**config.mk**
```make
export PLATFORM = sky130hd
export DESIGN_NAME = card_fault_sequencer
export DESIGN_NICKNAME = d
export VERILOG_FILES = /design/src/rtl/cfs_pkg.sv /design/src/rtl/cfs_presence_debounce.sv /design/src/rtl/cfs_fault_filter.sv /design/src/rtl/cfs_deact_seq.sv /design/src/rtl/card_fault_sequencer.sv
export SDC_FILE = /design/constraint.sdc
export NUM_CORES = 1
export LEC_CHECK = 0
export ABC_CLOCK_PERIOD_IN_PS = 2700
export BUFFER_PORTS_ARGS = -buffer_cell sky130_fd_sc_hd__buf_2
export CAP_MARGIN = 20
export CORE_UTILIZATION = 61
export DETAILED_ROUTE_END_ITERATION = 12
export PLACE_DENSITY = 0.8
export SLEW_MARGIN = 20
export SYNTH_ARGS = -nofsm -noshare
export SYNTH_HDL_FRONTEND = slang
export SYNTH_SLANG_ARGS = --single-unit
```
**constraint.sdc**
```tcl
create_clock -name clk -period 2.7 [get_ports clk]
set_input_delay 0.54 -clock clk [delete_from_list [all_inputs] [get_ports clk]]
set_output_delay 0.54 -clock clk [all_outputs]
set_load 0.03 [all_outputs]
```
**src/rtl/cfs_pkg.sv**
```systemverilog
package cfs_pkg;
  localparam int N_ELEC      = 6;          // filtered comparator inputs
  localparam int N_CAUSE     = N_ELEC + 1; // plus the no-card cause
  localparam int IDX_CLK_MIS = 3;          // accumulating input
  localparam int IDX_NOCARD  = 6;

  typedef enum logic [1:0] {
    ST_OFF   = 2'd0,
    ST_ON    = 2'd1,
    ST_CLKDN = 2'd2,
    ST_SIGDN = 2'd3
  } seq_state_e;

  // saturating increment shared by the debounce and fault counters
  function automatic int sat_inc(input int v, input int lim);
    return (v >= lim) ? lim : v + 1;
  endfunction
endpackage

```
**src/rtl/cfs_presence_debounce.sv**
```systemverilog
module cfs_presence_debounce import cfs_pkg::*; #(
  parameter int DEBOUNCE_CYC = 6_400_000
) (
  input  logic clk,
  input  logic rst_n,
  input  logic raw,
  output logic present
);
  localparam int CW  = $clog2(DEBOUNCE_CYC + 1);
  localparam int LIM = DEBOUNCE_CYC - 1;

  logic [CW-1:0] cnt;
  logic          full_run;   // this sample completes the continuous run

  assign full_run = raw && (int'(cnt) == LIM);

  always_ff @(posedge clk or negedge rst_n) begin
    if (!rst_n) begin
      cnt     <= '0;
      present <= 1'b0;
    end else if (raw) begin
      cnt     <= CW'(sat_inc(int'(cnt), LIM));
      present <= present | full_run;
    end else begin
      cnt     <= '0;
      present <= 1'b0;
    end
  end

  assert_rise_needs_raw_R1: assert property (@(posedge clk) disable iff (!rst_n)
    $rose(present) |-> $past(raw));
  assert_drop_on_low_R1: assert property (@(posedge clk) disable iff (!rst_n)
    !raw |=> !present);
endmodule

```
**src/rtl/cfs_fault_filter.sv**
```systemverilog
module cfs_fault_filter import cfs_pkg::*; #(
  parameter int TIMEOUT_CYC = 1000,
  parameter bit ACCUM       = 1'b0
) (
  input  logic clk,
  input  logic rst_n,
  input  logic clr,
  input  logic raw,
  output logic qual
);
  localparam int CW  = $clog2(TIMEOUT_CYC + 1);
  localparam int LIM = TIMEOUT_CYC - 1;

  logic [CW-1:0] cnt;
  logic [CW-1:0] cnt_idle;   // counter value on a low sample

  assign qual = raw && !clr && (int'(cnt) == LIM);

  generate
    if (ACCUM) begin : g_accum
      assign cnt_idle = cnt;
      assert_accum_keeps_R3: assert property (@(posedge clk) disable iff (!rst_n)
        (!raw && !clr) |=> (cnt == $past(cnt)));
    end else begin : g_restart
      assign cnt_idle = '0;
      assert_needs_run_R2: assert property (@(posedge clk) disable iff (!rst_n)
        qual |-> $past(raw));
    end
  endgenerate

  always_ff @(posedge clk or negedge rst_n) begin
    if (!rst_n)      cnt <= '0;
    else if (clr)    cnt <= '0;
    else if (raw)    cnt <= CW'(sat_inc(int'(cnt), LIM));
    else             cnt <= cnt_idle;
  end
endmodule

```
**src/rtl/cfs_deact_seq.sv**
```systemverilog
module cfs_deact_seq import cfs_pkg::*; #(
  parameter int TIMEOUT_CYC = 1000
) (
  input  logic clk,
  input  logic rst_n,
  input  logic cmd_on,
  input  logic fault_now,
  input  logic async_mode,
  input  logic vcc_ready,
  input  logic host_rst,
  input  logic clk_in,
  output logic vcc_en,
  output logic rst_o,
  output logic clk_o,
  output logic sig_en
);
  localparam int CW  = $clog2(TIMEOUT_CYC + 1);
  localparam int LIM = TIMEOUT_CYC - 1;

  seq_state_e    st;
  logic [CW-1:0] tmr;
  logic          clk_frz;
  logic          go, stop, clk_done, tmr_out;

  assign go       = cmd_on && !fault_now;
  assign stop     = !cmd_on || fault_now;
  assign tmr_out  = (int'(tmr) == LIM);
  assign clk_done = (async_mode && !clk_in) || tmr_out;

  always_ff @(posedge clk or negedge rst_n) begin
    if (!rst_n) begin
      st      <= ST_OFF;
      tmr     <= '0;
      clk_frz <= 1'b0;
    end else begin
      case (st)
        ST_OFF:   if (go) st <= ST_ON;
        ST_ON: begin
          clk_frz <= clk_o;
          if (stop) begin
            st  <= ST_CLKDN;
            tmr <= '0;
          end
        end
        ST_CLKDN: begin
          tmr <= tmr + 1'b1;
          if (clk_done) st <= ST_SIGDN;
        end
        default:  st <= ST_OFF;
      endcase
    end
  end

  always_comb begin
    vcc_en = (st != ST_OFF);
    sig_en = vcc_ready && (st == ST_ON || st == ST_CLKDN);
    rst_o  = vcc_ready && (st == ST_ON) && host_rst;
    clk_o  = vcc_ready && (((st == ST_ON) && clk_in) ||
                           ((st == ST_CLKDN) && (async_mode ? clk_in : clk_frz)));
  end

  assert_gate_ready_R10: assert property (@(posedge clk) disable iff (!rst_n)
    !vcc_ready |-> (!rst_o && !clk_o && !sig_en));
  assert_rst_first_R6: assert property (@(posedge clk) disable iff (!rst_n)
    (st == ST_ON && stop) |=> !rst_o);
  assert_sync_freeze_R8: assert property (@(posedge clk) disable iff (!rst_n)
    (st == ST_CLKDN && $past(st) == ST_CLKDN && !async_mode && $stable(vcc_ready))
      |-> $stable(clk_o));
  assert_async_park_R7: assert property (@(posedge clk) disable iff (!rst_n)
    (st == ST_CLKDN && async_mode && !clk_in) |=> !clk_o);
  assert_step_order_R9: assert property (@(posedge clk) disable iff (!rst_n)
    (st == ST_SIGDN) |-> ($past(st) == ST_CLKDN));
  assert_vcc_last_R9: assert property (@(posedge clk) disable iff (!rst_n)
    $fell(vcc_en) |-> $past(!sig_en));
endmodule

```
**src/rtl/card_fault_sequencer.sv**
```systemverilog
module card_fault_sequencer import cfs_pkg::*; #(
  parameter int DEBOUNCE_CYC = 6_400_000, // 32 ms at 200 MHz
  parameter int TIMEOUT_CYC  = 1000       // 5 us at 200 MHz
) (
  input  logic               clk,
  input  logic               rst_n,
  input  logic               card_present,
  input  logic [1:0]         vcc_sel,
  input  logic               async_mode,
  input  logic               vcc_ready,
  input  logic               host_rst,
  input  logic               clk_in,
  input  logic [N_ELEC-1:0]  flt_raw,
  output logic               vcc_en,
  output logic               card_rst,
  output logic               card_clk,
  output logic               sig_en,
  output logic               st_present,
  output logic               st_fault,
  output logic               fault_n,
  output logic [N_CAUSE-1:0] fault_cause
);
  logic               cmd_on;
  logic [N_CAUSE-1:0] evt;        // cause events seen this cycle
  logic               fault_now;

  assign cmd_on = (vcc_sel != 2'b00);

  cfs_presence_debounce #(.DEBOUNCE_CYC(DEBOUNCE_CYC)) u_deb (
    .clk(clk), .rst_n(rst_n), .raw(card_present), .present(st_present)
  );

  generate
    for (genvar g = 0; g < N_ELEC; g++) begin : g_flt
      cfs_fault_filter #(
        .TIMEOUT_CYC(TIMEOUT_CYC),
        .ACCUM(g == IDX_CLK_MIS)
      ) u_flt (
        .clk(clk), .rst_n(rst_n), .clr(!cmd_on), .raw(flt_raw[g]), .qual(evt[g])
      );
    end
  endgenerate

  assign evt[IDX_NOCARD] = cmd_on && (!card_present || !st_present);

  always_ff @(posedge clk or negedge rst_n) begin
    if (!rst_n)       fault_cause <= '0;
    else if (!cmd_on) fault_cause <= '0;
    else              fault_cause <= fault_cause | evt;
  end

  assign st_fault  = |fault_cause;
  assign fault_n   = !st_fault;
  assign fault_now = st_fault || (|evt);

  cfs_deact_seq #(.TIMEOUT_CYC(TIMEOUT_CYC)) u_seq (
    .clk(clk), .rst_n(rst_n), .cmd_on(cmd_on), .fault_now(fault_now),
    .async_mode(async_mode), .vcc_ready(vcc_ready), .host_rst(host_rst),
    .clk_in(clk_in), .vcc_en(vcc_en), .rst_o(card_rst), .clk_o(card_clk),
    .sig_en(sig_en)
  );

  assert_nocard_R4: assert property (@(posedge clk) disable iff (!rst_n)
    (cmd_on && !card_present) |=> st_fault);
  assert_latch_hold_R5: assert property (@(posedge clk) disable iff (!rst_n)
    (cmd_on && $past(cmd_on) && $past(st_fault)) |-> st_fault);
  assert_clear_on_off_R5: assert property (@(posedge clk) disable iff (!rst_n)
    !cmd_on |=> (fault_cause == '0));
endmodule

```
==> results of run 1 <==
sequential cells by signal, indices dropped and copies added (netlist names):
name and flops:
fault_cause 7, g_flt.u_flt.cnt 60, u_deb.cnt 23, u_deb.present 1, u_seq.clk_frz 1, u_seq.st 2
u_seq.tmr 10
worst reg2reg max path: stages (launching register included):
cell and delay (ns):
dfrtp_1 0.41, or4_4 0.57, nor4_4 0.32, o2111ai_4 0.23
or2_4 0.29, a211oi_2 0.26, mux2_1 0.34
cell usage after synthesis (5+ instances only):
cell	number
a21boi_0	12
xor2_1	23
and2_1	14
clkbuf_1	13
nand2_1	45
ha_1	11
o21ai_0	12
nand3_1	28
xnor2_1	31
dfrtp_1	104
nor3_1	10
and3_1	22
a21oi_1	47
mux2i_1	5
inv_1	20
nand4_1	10
a22o_1	7
o31ai_1	8
a31oi_1	7
nor2_1	54
worst max path at each step:
stage | to | cells past startpoint
2_1_floorplan | u_seq.st[1] | 6
3_3_place_gp | u_seq.tmr[0] | 7
3_5_place_dp | u_seq.st[1] | 7
4_1_cts | u_seq.st[1] | 6
5_1_grt | u_deb.cnt[6] | 7
6_report | u_seq.st[1] | 6
power groups by stage:
stage	registers [mW]	clock network [mW]	logic, mW
2_1_floorplan	1.72	0	0.398
3_3_place_gp	1.73	0	0.531
6_report	1.70	0.988	0.542
4_1_cts	1.70	1.02	0.546
5_1_grt	1.72	1.07	0.612
3_5_place_dp	1.74	0	0.546
routing by layer:
metal | GRT usage, % | up-vias
met5 | 0 | -
met4 | 9.83 | 0
met3 | 5.53 | 19
met2 | 39.2 | 74
met1 | 33.4 | 1969
li1 | - | 1997
final cells by class:
class,instances,area (µm²),share of cell area (%)
Clock inverter,6,67.6,1.15
Clock buffer,10,138,2.34
Multi-Input combinational cell,408,2630,44.7
Sequential cell,104,2600,44.3
Inverter,20,75.1,1.28
Timing Repair Buffer,39,238,4.05
Tap cell,105,131,2.24
logic make-up after synthesis:
family	count (synthesis)
compound gates	118
buf+inv	35
mux	9
fa+ha+maj	11
simple gates	216
xor+xnor	54
flops	104
metrics by stage:
step / worst slack, ns / cells / cell area (µm²)
floorplan: 0.174 / 547 / 5360
global placement: 0.175 / 676 / 5670
detailed placement: 0.0349 / 676 / 5670
CTS: 0.146 / 692 / 5880
global route: 0.0570 / 692 / 5880
finish: 0.153 / 692 / 5880
==> impl_metrics.csv, run 1 <==
group,metric,value,unit
final_layout,nFillCells,620,
drt,postRouteAntennaNets,0,
clock_tree,cts_made_buffers,9,
power_and_ir_drop,max-vdd-ir-drop,284,µV
clock_tree,cts-root-buf,"clkbuf_8",
clock_tree,clock_latency,0.37,ns
drt,vias,4059,
yosys,ys_warn_count,0,
yosys,synth.largest_area_cell,"dfrtp_1",
drt,wl,10300,µm
critical_path,rr_startpoint,"fault_cause[2]",
sta,worst_slew_pin_slew,0.849,ns
critical_path,crit_chain,"or4_4, nor4_4, o2111ai_4, or2_4, a211oi_2, mux2_1",
global_route,grt_pass1_vias,3845,
global_route,grt_overflow_total,0,
power_and_ir_drop,power,3.24,mW
drt,detail_route.wl_per_cell,14.9,µm
drt,vias_per_cell,5.87,
yosys,postSynthAreaPerCell,9.80,µm²
yosys,yosys-mux-area-fraction,1.77,%
yosys,synthAdderAreaFrac,2.57,%
drt,first_pass_iters,5,
critical_path,path_class,"reg -> reg",
placement,io_buffer_count,28,
floorplan,initial_utilization,64.3,%
drt,wl_met1,4670,µm
yosys,synth_compound_gate_area_share,14.9,%
sta,whs,0.102,ns
sta,slew_headroom,42.9,%
sta,layout_min_cycle_time,2.55,ns
clock_tree,h-tree-depth,3,
power_and_ir_drop,p_clk_share,30.6,%
floorplan,die_area,9170,µm²
placement,hpwl,7340,µm
yosys,yosys.area.top_type_share,48.5,%
global_route,antenna_found_initial,0,
yosys,synth_cell_types,60,
min_path,hold_path.class,"in -> async",
clock_tree,cts_tree,"yes",
placement,gp_congestion,0.947,
power_and_ir_drop,pwr_density_cell,550,nW/µm²
yosys,synth_edf_count,0,
final_layout,nets,608,
yosys,ys.flop_type,"dfrtp_1",
drt,drc_errors,0,
power_and_ir_drop,switching_share,28.7,%
critical_path,r2r_slack,0.15,ns
sta,period_share,94.3,%
critical_path,cp-startpoint,"fault_cause[2]",
critical_path,arrival,2.80,ns
yosys,synth_seq_cells,104,
sta,finClkSkew,0.0135,ns
global_route,grt_pass1_wl,17600,µm
yosys,syn_nets,573,
clock_tree,ctsResizeCount,0,
yosys,synth_top_family_by_area,"simple AND/OR/NAND/NOR gates",
critical_path,cp_max_fo,7,
yosys,ys_top_cells_by_area,"dfrtp_1, xnor2_1, a21oi_1",
sta,max_freq,393,MHz
drt,first_iter_violations,170,
clock_tree,postCtsSetupBuffers,0,
final_layout,antenna_cells,0,
global_route,grtUsageTotal,24.8,%
power_and_ir_drop,seq_power_share,52.7,%
yosys,yosys.area_share.simple,20.9,%
floorplan,core_area,8340,µm²
final_layout,area_growth_syn_to_layout,9.62,%
final_layout,final_cell_mix,"dfrtp_1, nor2_1, a21oi_1",
critical_path,slowest_stage,"or4_4",
power_and_ir_drop,p_int,2.31,mW
critical_path,cp.required,2.95,ns
final_layout,drive_gt1_share,11.8,%
critical_path,path_buf_inv,0,
yosys,synth-xor-area-share,8.82,%
clock_tree,cts_buffer_depth,2,
yosys,synth_area,5360,µm²
final_layout,final_common_cell,"dfrtp_1",
yosys,yosysSeqAreaShare,48.5,%
sta,setup_viol_count_final,0,
final_layout,fin_util,70.5,%
sta,grt_setup_unrepaired,"no",
run_status,status,"completed",
power_and_ir_drop,leakagePower,2.64,nW
drt,wl_met3,452,µm
floorplan,io_pins,29,
critical_path,crit_family,"simple AND/OR/NAND/NOR gates",
sta,fin_tns_setup,0,ns
yosys,synth_async_sr_flop_share,100,%
critical_path,slowest_delay,0.57,ns
clock_tree,hold_buffers,0,
global_route,grt_max_degree,43,
sta,finalHoldViolations,0,
clock_tree,clk_pin_slew_worst_paths,0.09,ns
floorplan,fp.dieW,95.8,µm
power_and_ir_drop,switching_power,927,µW
critical_path,rr_endpoint,"u_seq.st[1]",
drt,routed.top_layer,"met4",
critical_path,critPathCaptureType,"flip-flop",
critical_path,ff2ff_path_depth,6,
power_and_ir_drop,p_comb_share,16.8,%
floorplan,die_h,95.8,µm
clock_tree,clkSinkCount,104,
run,drv_cap,0,
sta,report.final.slew_viol_count,0,
critical_path,start_kind,"flip-flop",
floorplan,fp-row-count,33,
yosys,synth_cells,547,
drt,wl_met2,4960,µm
Note: power is estimated with default switching activity, not from simulation.
==> inputs of run 2 (changes only) <==
--- a/config.mk
+++ b/config.mk
@@ -8,9 +8,9 @@
 export ABC_CLOCK_PERIOD_IN_PS = 2700
 export BUFFER_PORTS_ARGS = -buffer_cell sky130_fd_sc_hd__buf_2
 export CAP_MARGIN = 20
-export CORE_UTILIZATION = 61
+export CORE_UTILIZATION = 53
 export DETAILED_ROUTE_END_ITERATION = 12
-export PLACE_DENSITY = 0.8
+export PLACE_DENSITY = 0.71
 export SLEW_MARGIN = 20
 export SYNTH_ARGS = -nofsm -noshare
 export SYNTH_HDL_FRONTEND = slang
==> run 2 against run 1 <==
Cell count rose by 3.9%. Cell area rose by 0.51%. Clock skew rose by 0.0045 ns. Clock power fell by 0.4%. Register-to-register slack improved by 0.07 ns. Total power barely moved. Largest cell class unchanged.
==> impl_metrics.csv, run 2 (same netlist as run 1, synthesis figures left out) <==
group,metric,value,unit
power_and_ir_drop,leakagePower,2.64,nW
final_layout,antenna_cells,0,
sta,grt_setup_unrepaired,"no",
sta,worst_slew_pin_slew,1.01,ns
final_layout,nFillCells,841,
clock_tree,clock_latency,0.39,ns
critical_path,start_kind,"flip-flop",
power_and_ir_drop,max-vdd-ir-drop,309,µV
critical_path,critPathCaptureType,"flip-flop",
min_path,hold_path.class,"in -> async",
sta,max_freq,404,MHz
placement,gp_congestion,0.821,
final_layout,largest_register,"g_flt.u_flt.cnt",
floorplan,die_h,103,µm
critical_path,cp_max_fo,7,
placement,pre_cts_slack,0.206,ns
drt,first_iter_violations,177,
sta,finClkSkew,0.0180,ns
sta,slew_headroom,31.9,%
clock_tree,hold_buffers,0,
global_route,grt_pass1_vias,3924,
run_status,status,"completed",
clock_tree,cts-root-buf,"clkbuf_8",
sta,fin_tns_setup,0,ns
sta,finalHoldViolations,0,
final_layout,final_cell_mix,"dfrtp_1, nor2_1, a21oi_1",
placement,hpwl,7530,µm
clock_tree,h-tree-depth,3,
clock_tree,clk_pin_slew_worst_paths,0.10,ns
global_route,antenna_found_initial,0,
power_and_ir_drop,pwr_density_cell,548,nW/µm²
floorplan,fp-row-count,36,
sta,layout_min_cycle_time,2.48,ns
floorplan,die_area,10500,µm²
placement,io_buffer_count,28,
clock_tree,cts_buffer_depth,2,
drt,vias,4069,
sta,period_share,91.8,%
global_route,grt_pass1_wl,17900,µm
global_route,grtUsageTotal,22.0,%
final_layout,largest_register_ffs,60,
global_route,grt_max_degree,51,
drt,postRouteAntennaNets,0,
drt,vias_per_cell,5.66,
sta,setup_viol_count_final,0,
sta,report.final.slew_viol_count,0,
floorplan,core_area,9770,µm²
clock_tree,clkSinkCount,104,
drt,detail_route.wl_per_cell,14.7,µm
final_layout,final_common_cell,"dfrtp_1",
final_layout,drive_gt1_share,11.6,%
final_layout,nets,609,
clock_tree,cts_tree,"yes",
run,drv_cap,0,
floorplan,initial_utilization,54.9,%
clock_tree,postCtsSetupBuffers,0,
drt,wl,10600,µm
critical_path,arrival,2.75,ns
drt,drc_errors,0,
clock_tree,cts_made_buffers,9,
clock_tree,ctsResizeCount,0,
sta,fin_ws,0.222,ns
critical_path,path_class,"reg -> reg",
global_route,grt_overflow_total,0,
final_layout,fin_util,60.4,%
power_and_ir_drop,power,3.24,mW
floorplan,fp.dieW,103,µm
critical_path,cp.required,2.98,ns
floorplan,io_pins,29,
final_layout,area_growth_syn_to_layout,10.2,%
final_layout,top_regs,"g_flt.u_flt.cnt x60, u_deb.cnt x23, u_seq.tmr x10",
drt,first_pass_iters,4,
run 2: cell type report:
cell class / count / area (µm²) / area share (%)
clock inverter: 4 / 55.1 / 0.932
clock buffer: 10 / 138 / 2.33
multi-input combinational: 408 / 2630 / 44.4
sequential: 104 / 2600 / 44.1
timing repair buffer: 40 / 245 / 4.15
inverter: 20 / 75.1 / 1.27
tap: 133 / 166 / 2.82
run 2: path summary, 6_finish.rpt:
kind                                         end                   from  depth (start not counted)  slack [ns]
setup / recovery                     u_seq.st[1]         fault_cause[2]                          6        0.22
min in group clk                  fault_cause[1]             flt_raw[1]                          3        0.44
hold / removal                      u_deb.cnt[2]                  rst_n                          1        0.19
setup reg to reg                     u_seq.st[1]         fault_cause[2]                          6        0.22
hold reg to reg            g_flt[1].u_flt.cnt[0]  g_flt[1].u_flt.cnt[0]                          1        0.49
max in group asynchronous           u_seq.tmr[3]                  rst_n                          2        1.78
run 2: power by group:
group	switching, mW	leakage (nW)	internal (mW)
registers	0.0710	1.43	1.63
clock network	0.535	0.0948	0.449
logic	0.329	1.12	0.218
run 2: per-stage QoR:
| stage | cells | hold slack (ns) | area (µm²) |
|---|---|---|---|
| floorplan | 547 | 0.244 | 5360 |
| global placement | 705 | 0.463 | 5710 |
| detailed placement | 705 | 0.476 | 5710 |
| CTS | 719 | 0.194 | 5910 |
| global route | 719 | 0.228 | 5910 |
| finish | 719 | 0.185 | 5910 |
run 2: critical path, stage by stage (launching register included):
cell	delay, ns
dfrtp_1	0.41
or4_4	0.56
nor4_4	0.31
o2111ai_4	0.22
or2_4	0.29
a211oi_2	0.26
mux2_1	0.34
run 2: metal layers:
layer	vias up	track usage, %	part of all wire [%]	wire, µm
li1	2005	-	-	-
met1	1981	27.8	45	4820
met2	67	36.0	48	5090
met3	16	5.76	4.5	481
met4	0	8.68	1.9	206
met5	-	0	0	0
==> inputs of run 3 (changes only) <==
--- a/config.mk
+++ b/config.mk
@@ -5,12 +5,13 @@
 export SDC_FILE = /design/constraint.sdc
 export NUM_CORES = 1
 export LEC_CHECK = 0
+export ABC_AREA = 1
 export ABC_CLOCK_PERIOD_IN_PS = 2700
 export BUFFER_PORTS_ARGS = -buffer_cell sky130_fd_sc_hd__buf_2
 export CAP_MARGIN = 20
 export CORE_UTILIZATION = 53
 export DETAILED_ROUTE_END_ITERATION = 12
-export PLACE_DENSITY = 0.71
+export PLACE_DENSITY = 0.7
 export SLEW_MARGIN = 20
 export SYNTH_ARGS = -nofsm -noshare
 export SYNTH_HDL_FRONTEND = slang
==> run 3 against run 2 <==
Clock-buffer cell count up 2. Clock power down 17%. First-iteration DRC count up 90%. Register-to-register slack better by 0.57 ns. Setup slack better by 0.15 ns.
==> impl_metrics.csv, run 3 <==
group,metric,value,unit
run_status,status,"completed",
critical_path,rr_startpoint,"g_flt[0].u_flt.cnt[0]",
drt,first_iter_violations,336,
power_and_ir_drop,pwr_density_cell,484,nW/µm²
clock_tree,hold_buffers,0,
yosys,synth_cell_types,38,
critical_path,slowest_stage,"dfrtp_1",
clock_tree,h-tree-depth,3,
final_layout,largest_register,"g_flt.u_flt.cnt",
placement,gp_congestion,0.846,
run,drv_cap,0,
yosys,yosysMostFrequentCell,"nand2_1",
clock_tree,clk_pin_slew_worst_paths,0.09,ns
placement,placed_area,6140,µm²
sta,whs,0.158,ns
floorplan,initial_utilization,55.5,%
sta,finalHoldViolations,0,
yosys,synth_area,5830,µm²
critical_path,critPathCaptureType,"primary output",
global_route,grt_pass1_vias,4743,
global_route,gr-usage-met1,28.1,%
global_route,busiest_layer,"met2",
floorplan,fp-row-count,37,
clock_tree,cts_buffer_depth,2,
clock_tree,cts_made_buffers,9,
yosys,synth_cells,757,
final_layout,largest_register_ffs,60,
global_route,grt_use_met3,4.74,%
critical_path,crit_chain,"inv_1, ha_1, nand2_1, o22ai_1, buf_2",
critical_path,cp.required,2.16,ns
drt,detail_route.wl_per_cell,12.5,µm
floorplan,die_h,107,µm
final_layout,nets,820,
drt,vias,4929,
critical_path,ff2ff_path_depth,7,
sta,slew_headroom,52.8,%
final_layout,final_common_cell,"nand2_1",
clock_tree,ctsResizeCount,0,
yosys,syn_nets,783,
global_route,grt_max_degree,47,
global_route,antenna_found_initial,0,
sta,period_share,86.1,%
global_route,grtUsageTotal,22.6,%
floorplan,fp.dieW,107,µm
power_and_ir_drop,leakagePower,3.32,nW
final_layout,drive_gt1_share,10.2,%
final_layout,final_area,6290,µm²
yosys,yosys.area.top_type_share,44.6,%
critical_path,start_kind,"flip-flop",
yosys,synth_seq_cells,104,
final_layout,fin_util,59.8,%
sta,setup_viol_count_final,0,
yosys,synth.largest_area_cell,"dfrtp_1",
drt,postRouteAntennaNets,0,
global_route,grt_overflow_total,0,
sta,finClkSkew,0.00747,ns
yosys,postSynthAreaPerCell,7.70,µm²
critical_path,cp_max_fo,11,
critical_path,slowest_delay,0.41,ns
clock_tree,cts_tree,"yes",
sta,grt_setup_unrepaired,"no",
placement,hpwl,8510,µm
floorplan,core_area,10500,µm²
placement,io_buffer_count,28,
global_route,met2_usage,38.4,%
critical_path,path_class,"reg -> out",
power_and_ir_drop,power,3.04,mW
yosys,ys_top_cells_by_area,"dfrtp_1, nand2_1, inv_1",
critical_path,r2r_slack,0.79,ns
sta,layout_min_cycle_time,2.32,ns
clock_tree,clock_latency,0.38,ns
critical_path,arrival,1.78,ns
yosys,synth_async_sr_flop_share,100,%
clock_tree,clkSinkCount,104,
final_layout,final_cell_mix,"nand2_1, inv_1, dfrtp_1",
sta,max_freq,430,MHz
yosys,synth_edf_count,0,
yosys,ys_top_cells_by_count,"nand2_1, inv_1, dfrtp_1",
floorplan,die_area,11400,µm²
critical_path,rr_endpoint,"g_flt[0].u_flt.cnt[6]",
final_layout,area_growth_syn_to_layout,7.81,%
min_path,hold_path.class,"in -> async",
clock_tree,postCtsSetupBuffers,0,
final_layout,antenna_cells,0,
power_and_ir_drop,max-vdd-ir-drop,511,µV
final_layout,top_regs,"g_flt.u_flt.cnt x60, u_deb.cnt x23, u_seq.tmr x10",
yosys,yosysSeqAreaShare,44.6,%
drt,first_pass_iters,7,
sta,fin_tns_setup,0,ns
drt,vias_per_cell,5.29,
clock_tree,cts-root-buf,"clkbuf_8",
floorplan,io_pins,29,
drt,wl,11600,µm
drt,drc_errors,0,
yosys,ys.flop_type,"dfrtp_1",
yosys,ys_warn_count,0,
sta,report.final.slew_viol_count,0,
sta,worst_slew_pin_slew,0.704,ns
global_route,grt_pass1_wl,20500,µm
-- run 3: worst max-delay path by stage --
stage | from | end | slack (ns)
after floorplan | u_seq.st[0] | card_clk | 0.65
after global placement | vcc_sel[1] | u_seq.tmr[4] | 0.64
after detailed placement | vcc_sel[1] | u_seq.tmr[4] | 0.58
after CTS | u_seq.st[0] | card_clk | 0.35
after global routing | u_seq.st[0] | card_clk | 0.26
final | u_seq.st[0] | card_clk | 0.38
-- run 3: kinds of logic after synthesis --
kind of cell	Yosys count	share of synthesized area, %
adders and majority gates	11	2.36
buffers and inverters	135	9.16
DFF	104	44.6
and+or+nand+nor	376	29.7
xor gates and xnor gates	25	3.76
AOI/OAI and AO/OA	106	10.3
-- run 3: stage by stage --
stage          setup slack, ns  cells
3_5_place_dp             0.580    919
2_1_floorplan            0.652    757
5_1_grt                  0.260    932
4_1_cts                  0.351    932
6_report                 0.376    932
3_3_place_gp             0.642    919
-- run 3: power breakdown --
| group | total (mW) | switching, mW | internal, mW | leakage, nW |
|---|---|---|---|---|
| Combinational | 0.556 | 0.390 | 0.166 | 1.83 |
| Clock | 0.816 | 0.495 | 0.322 | 0.0684 |
| Sequential | 1.67 | 0.0497 | 1.62 | 1.43 |
| Total | 3.04 | 0.934 | 2.11 | 3.32 |
-- run 3: critical path, delay by kind of cell (launching register included) --
kind	cells	cell delay (ns)
adders and majority gates	1	0.39
DFF	1	0.41
and+or+nand+nor	1	0.13
AOI/OAI and AO/OA	1	0.17
buffers and inverters	2	0.31
-- run 3: layout make-up --
type | count | area [µm²]
flip-flops and latches | 104 | 2600
clock inverters | 1 | 7.51
well taps | 136 | 170
inverters | 127 | 477
repair buffers | 34 | 200
multi-input cells | 518 | 2690
clock buffers | 12 | 135
fillers | 947 | 4220
-- run 3: per-layer routing --
layer / part of all wire [%] / vias up
met2: 48 / 98
met5: 0 / -
li1: - / 2499
met3: 3.8 / 18
met1: 46 / 2314
met4: 1.8 / 0
